File: src/rtl/fanout_cfg_pkg.sv
package fanout_cfg_pkg;

   // Source clock encoding used for the select bit of the word
   typedef enum logic {
      SRC_CLK0 = 1'b0,
      SRC_CLK1 = 1'b1
   } clk_src_e;

   // Width of the edge counter needed to reach the commit edge
   function automatic int unsigned cnt_width(input int unsigned n_out);
      return $clog2(n_out + 2);
   endfunction

endpackage

File: src/rtl/fanout_cfg_shifter.sv
module fanout_cfg_shifter #(
   parameter int unsigned N_OUT = 10
) (
   input  logic             rst_n,
   input  logic             ck,
   input  logic             en,
   input  logic             si,
   output logic [N_OUT:0]   ctrl,
   output logic             locked
);
   import fanout_cfg_pkg::*;

   localparam int unsigned WORD_W = N_OUT + 1;
   localparam int unsigned CNT_W  = cnt_width(N_OUT);
   localparam logic [CNT_W-1:0] CNT_COMMIT = CNT_W'(WORD_W);
   localparam logic [WORD_W-1:0] CTRL_RST = {SRC_CLK0, {N_OUT{1'b1}}};

   initial begin
      if (N_OUT < 1) $error("N_OUT must be at least 1");
      if ((1 << CNT_W) <= WORD_W) $error("edge counter too narrow");
   end

   logic [WORD_W-1:0] shreg;
   logic [CNT_W-1:0]  cnt;

   always_ff @(posedge ck or negedge rst_n) begin
      if (!rst_n) begin
         shreg  <= '0;
         cnt    <= '0;
         ctrl   <= CTRL_RST;
         locked <= 1'b0;
      end else if (!en) begin
         shreg  <= '0;
         cnt    <= '0;
         ctrl   <= CTRL_RST;
         locked <= 1'b0;
      end else if (!locked) begin
         if (cnt != CNT_COMMIT) begin
            // first received bit travels down to position 0
            shreg <= {si, shreg[WORD_W-1:1]};
            cnt   <= cnt + 1'b1;
         end else begin
            ctrl   <= shreg;
            locked <= 1'b1;
         end
      end
   end


   mode_low_clears_chk: assert property (@(posedge ck) disable iff (!rst_n)
      !en |=> (cnt == '0 && !locked && ctrl == CTRL_RST));


   commit_on_last_edge_chk: assert property (@(posedge ck) disable iff (!rst_n)
      $rose(locked) |-> $past(cnt) == CNT_COMMIT);


   second_load_ignored_chk: assert property (@(posedge ck) disable iff (!rst_n)
      (en && locked) |=> $stable(ctrl));


   cnt_bound_chk: assert property (@(posedge ck) disable iff (!rst_n)
      cnt <= CNT_COMMIT);

endmodule

File: src/rtl/fanout_cfg_mode_mux.sv
module fanout_cfg_mode_mux #(
   parameter int unsigned N_OUT = 10
) (
   input  logic             en,
   input  logic             si,
   input  logic [N_OUT:0]   ctrl,
   output logic [N_OUT-1:0] out_en,
   output logic             clk_sel
);
   // select bit sits above the enable bits
   assign clk_sel = en ? ctrl[N_OUT] : si;

   // word bit k drives output N_OUT-1-k
   for (genvar j = 0; j < N_OUT; j++) begin : g_map
      assign out_en[j] = en ? ctrl[N_OUT-1-j] : 1'b1;
   end

endmodule

File: src/rtl/fanout_gate_bank.sv
module fanout_gate_bank #(
   parameter int unsigned N_OUT = 10
) (
   input  logic             clk0,
   input  logic             clk1,
   input  logic             clk_sel,
   input  logic [N_OUT-1:0] out_en,
   output logic [N_OUT-1:0] q_p,
   output logic [N_OUT-1:0] q_n
);
   logic src;
   assign src = clk_sel ? clk1 : clk0;

   for (genvar j = 0; j < N_OUT; j++) begin : g_pair
      assign q_p[j] = out_en[j] & src;
      assign q_n[j] = ~(out_en[j] & src);
   end

endmodule

File: src/rtl/fanout_cfg_top.sv
module fanout_cfg_top #(
   parameter int unsigned N_OUT = 10
) (
   input  logic             rst_n,
   input  logic             ck,
   input  logic             en,
   input  logic             si,
   input  logic             clk0,
   input  logic             clk1,
   output logic [N_OUT-1:0] out_en,
   output logic             clk_sel,
   output logic [N_OUT-1:0] q_p,
   output logic [N_OUT-1:0] q_n
);
   logic [N_OUT:0] ctrl;
   logic           locked;

   fanout_cfg_shifter #(.N_OUT(N_OUT)) u_shift (
      .rst_n (rst_n),
      .ck    (ck),
      .en    (en),
      .si    (si),
      .ctrl  (ctrl),
      .locked(locked)
   );

   fanout_cfg_mode_mux #(.N_OUT(N_OUT)) u_mux (
      .en     (en),
      .si     (si),
      .ctrl   (ctrl),
      .out_en (out_en),
      .clk_sel(clk_sel)
   );

   fanout_gate_bank #(.N_OUT(N_OUT)) u_gate (
      .clk0   (clk0),
      .clk1   (clk1),
      .clk_sel(clk_sel),
      .out_en (out_en),
      .q_p    (q_p),
      .q_n    (q_n)
   );


   std_mode_all_on_chk: assert property (@(posedge ck) disable iff (!rst_n)
      !en |-> (&out_en));


   disabled_pair_rest_chk: assert property (@(posedge ck) disable iff (!rst_n)
      (((~out_en) & q_p) == '0) && (((~out_en) & ~q_n) == '0));

endmodule

File: config.mk
export PLATFORM = sky130hd
export DESIGN_NAME = fanout_cfg_top
export DESIGN_NICKNAME = d
export VERILOG_FILES = /design/src/rtl/fanout_cfg_pkg.sv /design/src/rtl/fanout_cfg_shifter.sv /design/src/rtl/fanout_cfg_mode_mux.sv /design/src/rtl/fanout_gate_bank.sv /design/src/rtl/fanout_cfg_top.sv
export SDC_FILE = /design/constraint.sdc
export NUM_CORES = 1
export LEC_CHECK = 0
export BUFFER_PORTS_ARGS = -buffer_cell sky130_fd_sc_hd__buf_4
export CORE_MARGIN = 1.5
export CORE_UTILIZATION = 40
export CTS_CLUSTER_DIAMETER = 120
export CTS_CLUSTER_SIZE = 28
export DETAILED_ROUTE_END_ITERATION = 16
export PLACE_DENSITY = 0.67
export RECOVER_POWER = 25
export SLEW_MARGIN = 25
export SYNTH_ARGS = -nofsm -noshare
export SYNTH_HDL_FRONTEND = slang
export SYNTH_HIERARCHICAL = 1
export SYNTH_SLANG_ARGS = --single-unit
File: constraint.sdc
create_clock -name ck -period 1.3 [get_ports ck]
set_input_delay 0.065 -clock ck [delete_from_list [all_inputs] [get_ports ck]]
set_output_delay 0.065 -clock ck [all_outputs]
set_load 0.01 [all_outputs]
==> results of run 1 <==
==> timing repair <==
item                                    CTS  global route
endpoints found under the setup margin   22            28
hold buffers                              1             0
pin swaps                                13             3
endpoints found under the hold margin    27             0
gates cloned                              2             0
setup buffers                             2             3
resized for setup                        13             5
==> per-layer routing <==
metal | vias up | share of wire
li1 | 556 | -
met1 | 564 | 0.44
met2 | 24 | 0.52
met3 | 2 | 0.031
met4 | 0 | 0.0086
met5 | - | 0
==> final timing paths <==
path                                                 end  slack (ns)  cells after the start
max in group asynchronous   u_shift/shreg[4]$_DFFE_PN0P_        0.61                      2
setup reg to reg                u_shift/locked$_DFF_PN0_        0.03                      4
min in group asynchronous       u_shift/locked$_DFF_PN0_        0.28                      2
setup / recovery                                  q_p[4]       -0.40                      4
hold / removal             u_shift/shreg[10]$_DFFE_PN0P_        0.02                      3
hold reg to reg              u_shift/ctrl[6]$_DFFE_PN1P_        0.50                      2
==> worst min-delay path: cells and delay by family <==
kind	cells	cell delay [ns]
buffers and inverters	1	0.12
and+or+nand+nor	1	0.06
muxes	1	0.06
==> cell usage in the layout, fill, tap and decap left out, drive strengths merged, types with 4 or more instances in the layout <==
cell	netlist	routed
mux2	2	4
dfrtp	17	17
nand2b	11	11
nand3	10	10
clkbuf	4	5
buf	5	46
nand2	47	47
dfstp	10	10
mux2i	13	13
and2	11	11
==> layout make-up <==
class	instances	area, sq um
clock buffer	4	26.3
fill	313	1440
inverter	2	7.51
multi-input combinational	107	719
sequential	27	688
tap	46	57.6
timing repair buffer	48	422
==> per-stage QoR <==
step | cell area (sq um) | hold WS [ns]
floorplan | 1430 | -0.231
global placement | 1750 | -0.0132
detailed placement | 1750 | -0.00832
CTS | 1870 | 0.00462
global route | 1920 | 0.0253
finish | 1920 | 0.0162
==> cell families (layout without fill, tap and decap cells) <==
| logic type | count (synthesis) | in the layout | synth area share |
|---|---|---|---|
| compound gates | 4 | 4 | 0.0231 |
| mux | 15 | 17 | 0.114 |
| xor+xnor | 1 | 1 | 0.00622 |
| fa+ha+maj | 1 | 1 | 0.00889 |
| simple gates | 84 | 84 | 0.311 |
| flops | 27 | 27 | 0.489 |
| buf+inv | 11 | 54 | 0.0480 |
==> power groups by stage <==
stage                     sequential [mW]  clock, mW  combinational (mW)
after floorplan                     0.880          0               0.146
after global placement              0.880          0               0.259
after detailed placement            0.881          0               0.269
after CTS                           0.866      0.365               0.306
after global routing                0.869      0.401               0.328
final                               0.867      0.348               0.304
==> flip-flops by register name (all words and copies together), names as in the netlist <==
register        count
u_shift/shreg      11
u_shift/cnt         4
u_shift/ctrl       11
u_shift/locked      1
==> flow_metrics.py, run 1 <==
metrics = {
    "floorplanning": {
        "pin_count": 37,
        "dieArea_sq_um": 3880,
        "die_w_um": 62.3,
        "design.core.area_sq_um": 3360,
        "die_h_um": 62.3,
        "start_util": 0.419,
        "fp-row-count": 21,
    },
    "setup_path": {
        "cp_num_buf_inv": 1,
        "criticalPathCategory": "flip-flop to primary output",
        "r2r-start": "u_shift/cnt[1]$_DFFE_PN0P_",
        "cp-start-kind": "flip-flop",
        "cp_max_fo": 5,
        "end_kind": "primary output",
        "startpoint": "u_shift/ctrl[10]$_DFFE_PN0P_",
        "cpMaxStageDelayCell": "dfrtp_1",
        "path_cells": "mux2_4 > mux2_4 > and2_4 > buf_6",
        "arrival_ns": 1.63,
        "crit_path_frequent_cell": "mux2_4",
        "slowest_delay_ns": 0.41,
        "crit_required_ns": 1.24,
        "cp_top_family": "multiplexers",
    },
    "clocking": {
        "cts_buffers": 3,
        "clkSinkCount": 27,
        "clkLatencyLatePin_ns": 0.31,
        "cts_tree": "done",
        "clock_path_buffers": 2,
        "clk_transition_reported_paths_ns": 0.14,
        "htree_levels": 1,
        "cts-root-buf": "clkbuf_4",
    },
    "yosys": {
        "syn_nets": 150,
        "synthArstFlopShare": 1.00,
        "synth_area_leaders": "dfrtp_1, dfstp_2, nand2_1",
        "synth.distinct_cells": 26,
        "synth.avg_cell_area_sq_um": 9.84,
        "synth_top_area_share": 0.302,
        "yosysTopAreaCell": "dfrtp_1",
        "syn_inst": 143,
        "synth-seq-cells": 27,
        "synth_warnings": 6,
        "post-synth-top-count-cell": "nand2_1",
        "synthFlopType": "dfrtp_1",
        "netlist_top_cells_count": "nand2_1, dfrtp_1, mux2i_1",
        "synth-edff-count": 0,
        "synth_area_sq_um": 1410,
        "ys_seq_area_frac": 0.489,
    },
    "sta": {
        "fin_skew_ns": 0.00800,
        "setup_viol": 20,
        "timing.final.ws_setup_ns": -0.399,
        "rsz0062_at_grt": "yes",
        "worst_pin_slew_ns": 0.629,
        "tns_ns": -7.63,
        "final_hold_viol_count": 0,
        "fin_crit_sh": 1.31,
        "maxSlewHeadroom": 0.581,
        "fmax_mhz": 589,
        "min_period_ns": 1.70,
        "final_max_slew_viol_count": 0,
    },
    "hold_path": {
        "worstHoldPathType": "input port to flip-flop",
        "hp-start": "si",
    },
    "place": {
        "hpwl_mm": 2.04,
        "dp.cells": 222,
        "placement.io_buffers": 36,
        "gp_congestion": 0.743,
        "pre_cts_ws_ns": -0.129,
    },
    "cells_and_area": {
        "diodes": 0,
        "post-route-util": 0.571,
        "syn_to_final_growth_pct": 36.4,
        "finalNetCount": 196,
        "drive_gt1_frac": 0.426,
        "stdcell_count": 234,
    },
    "routing": {
        "vias_per_cell": 4.90,
        "drtPass1Iterations": 4,
        "remaining_drc_errors": 0,
        "wl_mm": 3.03,
        "ant_nets": 0,
        "first_iter_violations": 51,
        "via_count": 1146,
        "post_drt_wl_per_cell_um": 12.9,
    },
    "pwr": {
        "p_seq_frac": 0.571,
        "p_leak_nw": 0.988,
        "power.density_nw_per_um2": 791,
        "comb_power_share": 0.200,
        "swShare": 0.249,
        "power.total_mw": 1.52,
        "peakVddDrop_mv": 0.545,
        "switchingPower_mw": 0.378,
        "clock_power_share": 0.229,
        "p_int_mw": 1.14,
    },
    "grt": {
        "grt_overflow": 0,
        "grt_usage": 0.164,
        "grt_busiest_layer": "met2",
        "grt.met1_usage": 0.189,
        "grt_pass1_vias": 1146,
        "grt_pass1_wl_mm": 5.11,
        "grt_max_degree": 41,
        "grtUsageMet3": 0.0181,
        "grtUsageMet2": 0.311,
        "antenna_found_initial": 0,
    },
    "flow_run": {
        "max-cap-violations": 0,
    },
    "run_status": {
        "violations": "setup timing",
        "outcome": "finished, violations left",
    },
}
(Power assumes the default switching activity.)
==> run 2: changes to the inputs <==
--- a/config.mk
+++ b/config.mk
@@ -6,7 +6,6 @@
 export NUM_CORES = 1
 export LEC_CHECK = 0
 export BUFFER_PORTS_ARGS = -buffer_cell sky130_fd_sc_hd__buf_4
-export CORE_MARGIN = 1.5
 export CORE_UTILIZATION = 40
 export CTS_CLUSTER_DIAMETER = 120
 export CTS_CLUSTER_SIZE = 28
==> flow_metrics.py, run 2 (same netlist as run 1, synthesis figures left out) <==
metrics = {
    "setup_path": {
        "crit_required_ns": 1.24,
        "cp_max_fo": 5,
        "startpoint": "u_shift/ctrl[10]$_DFFE_PN0P_",
        "arrival_ns": 1.62,
        "r2r-start": "u_shift/cnt[1]$_DFFE_PN0P_",
        "end_kind": "primary output",
        "crit_end": "q_p[8]",
        "cp-start-kind": "flip-flop",
        "worstReg2RegEnd": "u_shift/cnt[2]$_DFFE_PN0P_",
        "reg2reg_depth": 4,
        "criticalPathCategory": "flip-flop to primary output",
        "ff2ff_setup_slack_ns": -0.03,
    },
    "cells_and_area": {
        "final_area_sq_um": 1920,
        "layout_common_cells": "nand2_1, buf_4, dfrtp_1",
        "diodes": 0,
        "final_common_cell": "nand2_1",
        "post-route-util": 0.572,
        "fillCellCount": 320,
        "finalNetCount": 197,
        "reg_top3": "u_shift/ctrl x11, u_shift/shreg x11, u_shift/cnt x4",
        "stdcell_count": 235,
        "drive_gt1_frac": 0.434,
        "syn_to_final_growth_pct": 36.6,
    },
    "clocking": {
        "clkSinkCount": 27,
        "clk_transition_reported_paths_ns": 0.13,
        "cts_buffers": 3,
        "clkLatencyLatePin_ns": 0.32,
        "cts_tree": "done",
        "htree_levels": 1,
        "clock_path_buffers": 2,
        "cts-root-buf": "clkbuf_4",
    },
    "place": {
        "pre_cts_ws_ns": -0.115,
        "place_area_sq_um": 1760,
        "placement.io_buffers": 36,
        "hpwl_mm": 1.99,
        "dp.cells": 223,
        "gp_congestion": 0.723,
    },
    "sta": {
        "whs_ns": 0.273,
        "final_max_slew_viol_count": 0,
        "timing.final.ws_setup_ns": -0.389,
        "min_period_ns": 1.69,
        "fin_crit_sh": 1.30,
        "maxSlewHeadroom": 0.568,
        "rsz0062_at_grt": "yes",
        "tns_ns": -7.68,
        "fin_skew_ns": 0.00267,
        "fmax_mhz": 592,
        "worst_pin_slew_ns": 0.649,
        "setup_viol": 22,
        "final_hold_viol_count": 0,
    },
    "floorplanning": {
        "design.core.area_sq_um": 3360,
        "fp-row-count": 21,
        "pin_count": 37,
        "dieArea_sq_um": 3760,
        "start_util": 0.419,
        "die_h_um": 61.3,
        "die_w_um": 61.3,
    },
    "run_status": {
        "violations": "setup timing",
        "outcome": "finished, violations left",
    },
    "pwr": {
        "p_leak_nw": 1.01,
        "power.total_mw": 1.54,
        "power.density_nw_per_um2": 798,
        "peakVddDrop_mv": 0.492,
    },
    "routing": {
        "vias_per_cell": 4.69,
        "first_iter_violations": 42,
        "remaining_drc_errors": 0,
        "via_count": 1103,
        "wl_mm": 2.96,
        "ant_nets": 0,
        "drtPass1Iterations": 4,
        "post_drt_wl_per_cell_um": 12.6,
    },
    "grt": {
        "grt_overflow": 0,
        "antenna_found_initial": 0,
        "grt_usage": 0.166,
        "grt_max_degree": 41,
        "grt_pass1_wl_mm": 4.55,
        "grt_pass1_vias": 1020,
    },
    "flow_run": {
        "max-cap-violations": 0,
    },
    "hold_path": {
        "worstHoldPathType": "input port to flip-flop",
    },
}
[run 2: area by class of cell]
cell class,count,area [sq um],area share
inverters,2,7.51,0.00390
clock inverters,1,5.00,0.00260
multi-input cells,107,718,0.373
repair buffers,49,424,0.221
well taps,46,57.6,0.0299
clock buffers,3,22.5,0.0117
flip-flops and latches,27,688,0.358
[run 2: power breakdown]
| group | internal (mW) | total (mW) | switching, mW |
|---|---|---|---|
| logic | 0.181 | 0.322 | 0.141 |
| registers | 0.855 | 0.866 | 0.0114 |
| clock network | 0.115 | 0.347 | 0.232 |
| total | 1.15 | 1.54 | 0.384 |
[run 2: critical path, stage by stage (launching register included)]
cell and delay [ns]:
dfrtp_1 0.41, mux2_4 0.30, mux2_4 0.34, and2_4 0.15
buf_6 0.11
[run 2: how the worst min path moves through the flow]
stage / from / end / slack (ns) / cells after the start
2_1_floorplan: rst_n / u_shift/cnt[0]$_DFFE_PN0P_ / -0.23 / 0
3_3_place_gp: rst_n / u_shift/ctrl[10]$_DFFE_PN0P_ / -0.01 / 1
4_1_cts: rst_n / u_shift/cnt[3]$_DFFE_PN0P_ / 0.16 / 2
5_1_grt: en / u_shift/ctrl[8]$_DFFE_PN1P_ / 0.27 / 3
3_5_place_dp: rst_n / u_shift/shreg[6]$_DFFE_PN0P_ / -0.006 / 1
6_report: en / u_shift/ctrl[0]$_DFFE_PN1P_ / 0.27 / 3
[run 2: layer usage]
metal  global-route usage  part of all wire
met5                    0                 0
met4               0.0682             0.011
met3               0.0252             0.043
met2                0.286              0.52
met1                0.208              0.42
[run 2: what timing repair did]
item	in CTS	in global routing
buffers inserted	3	1
hold buffers	2	0
hold endpoints to repair	28	0
pin swaps	13	2
gates cloned	2	0
resized for setup	14	2
endpoints found under the setup margin	23	33
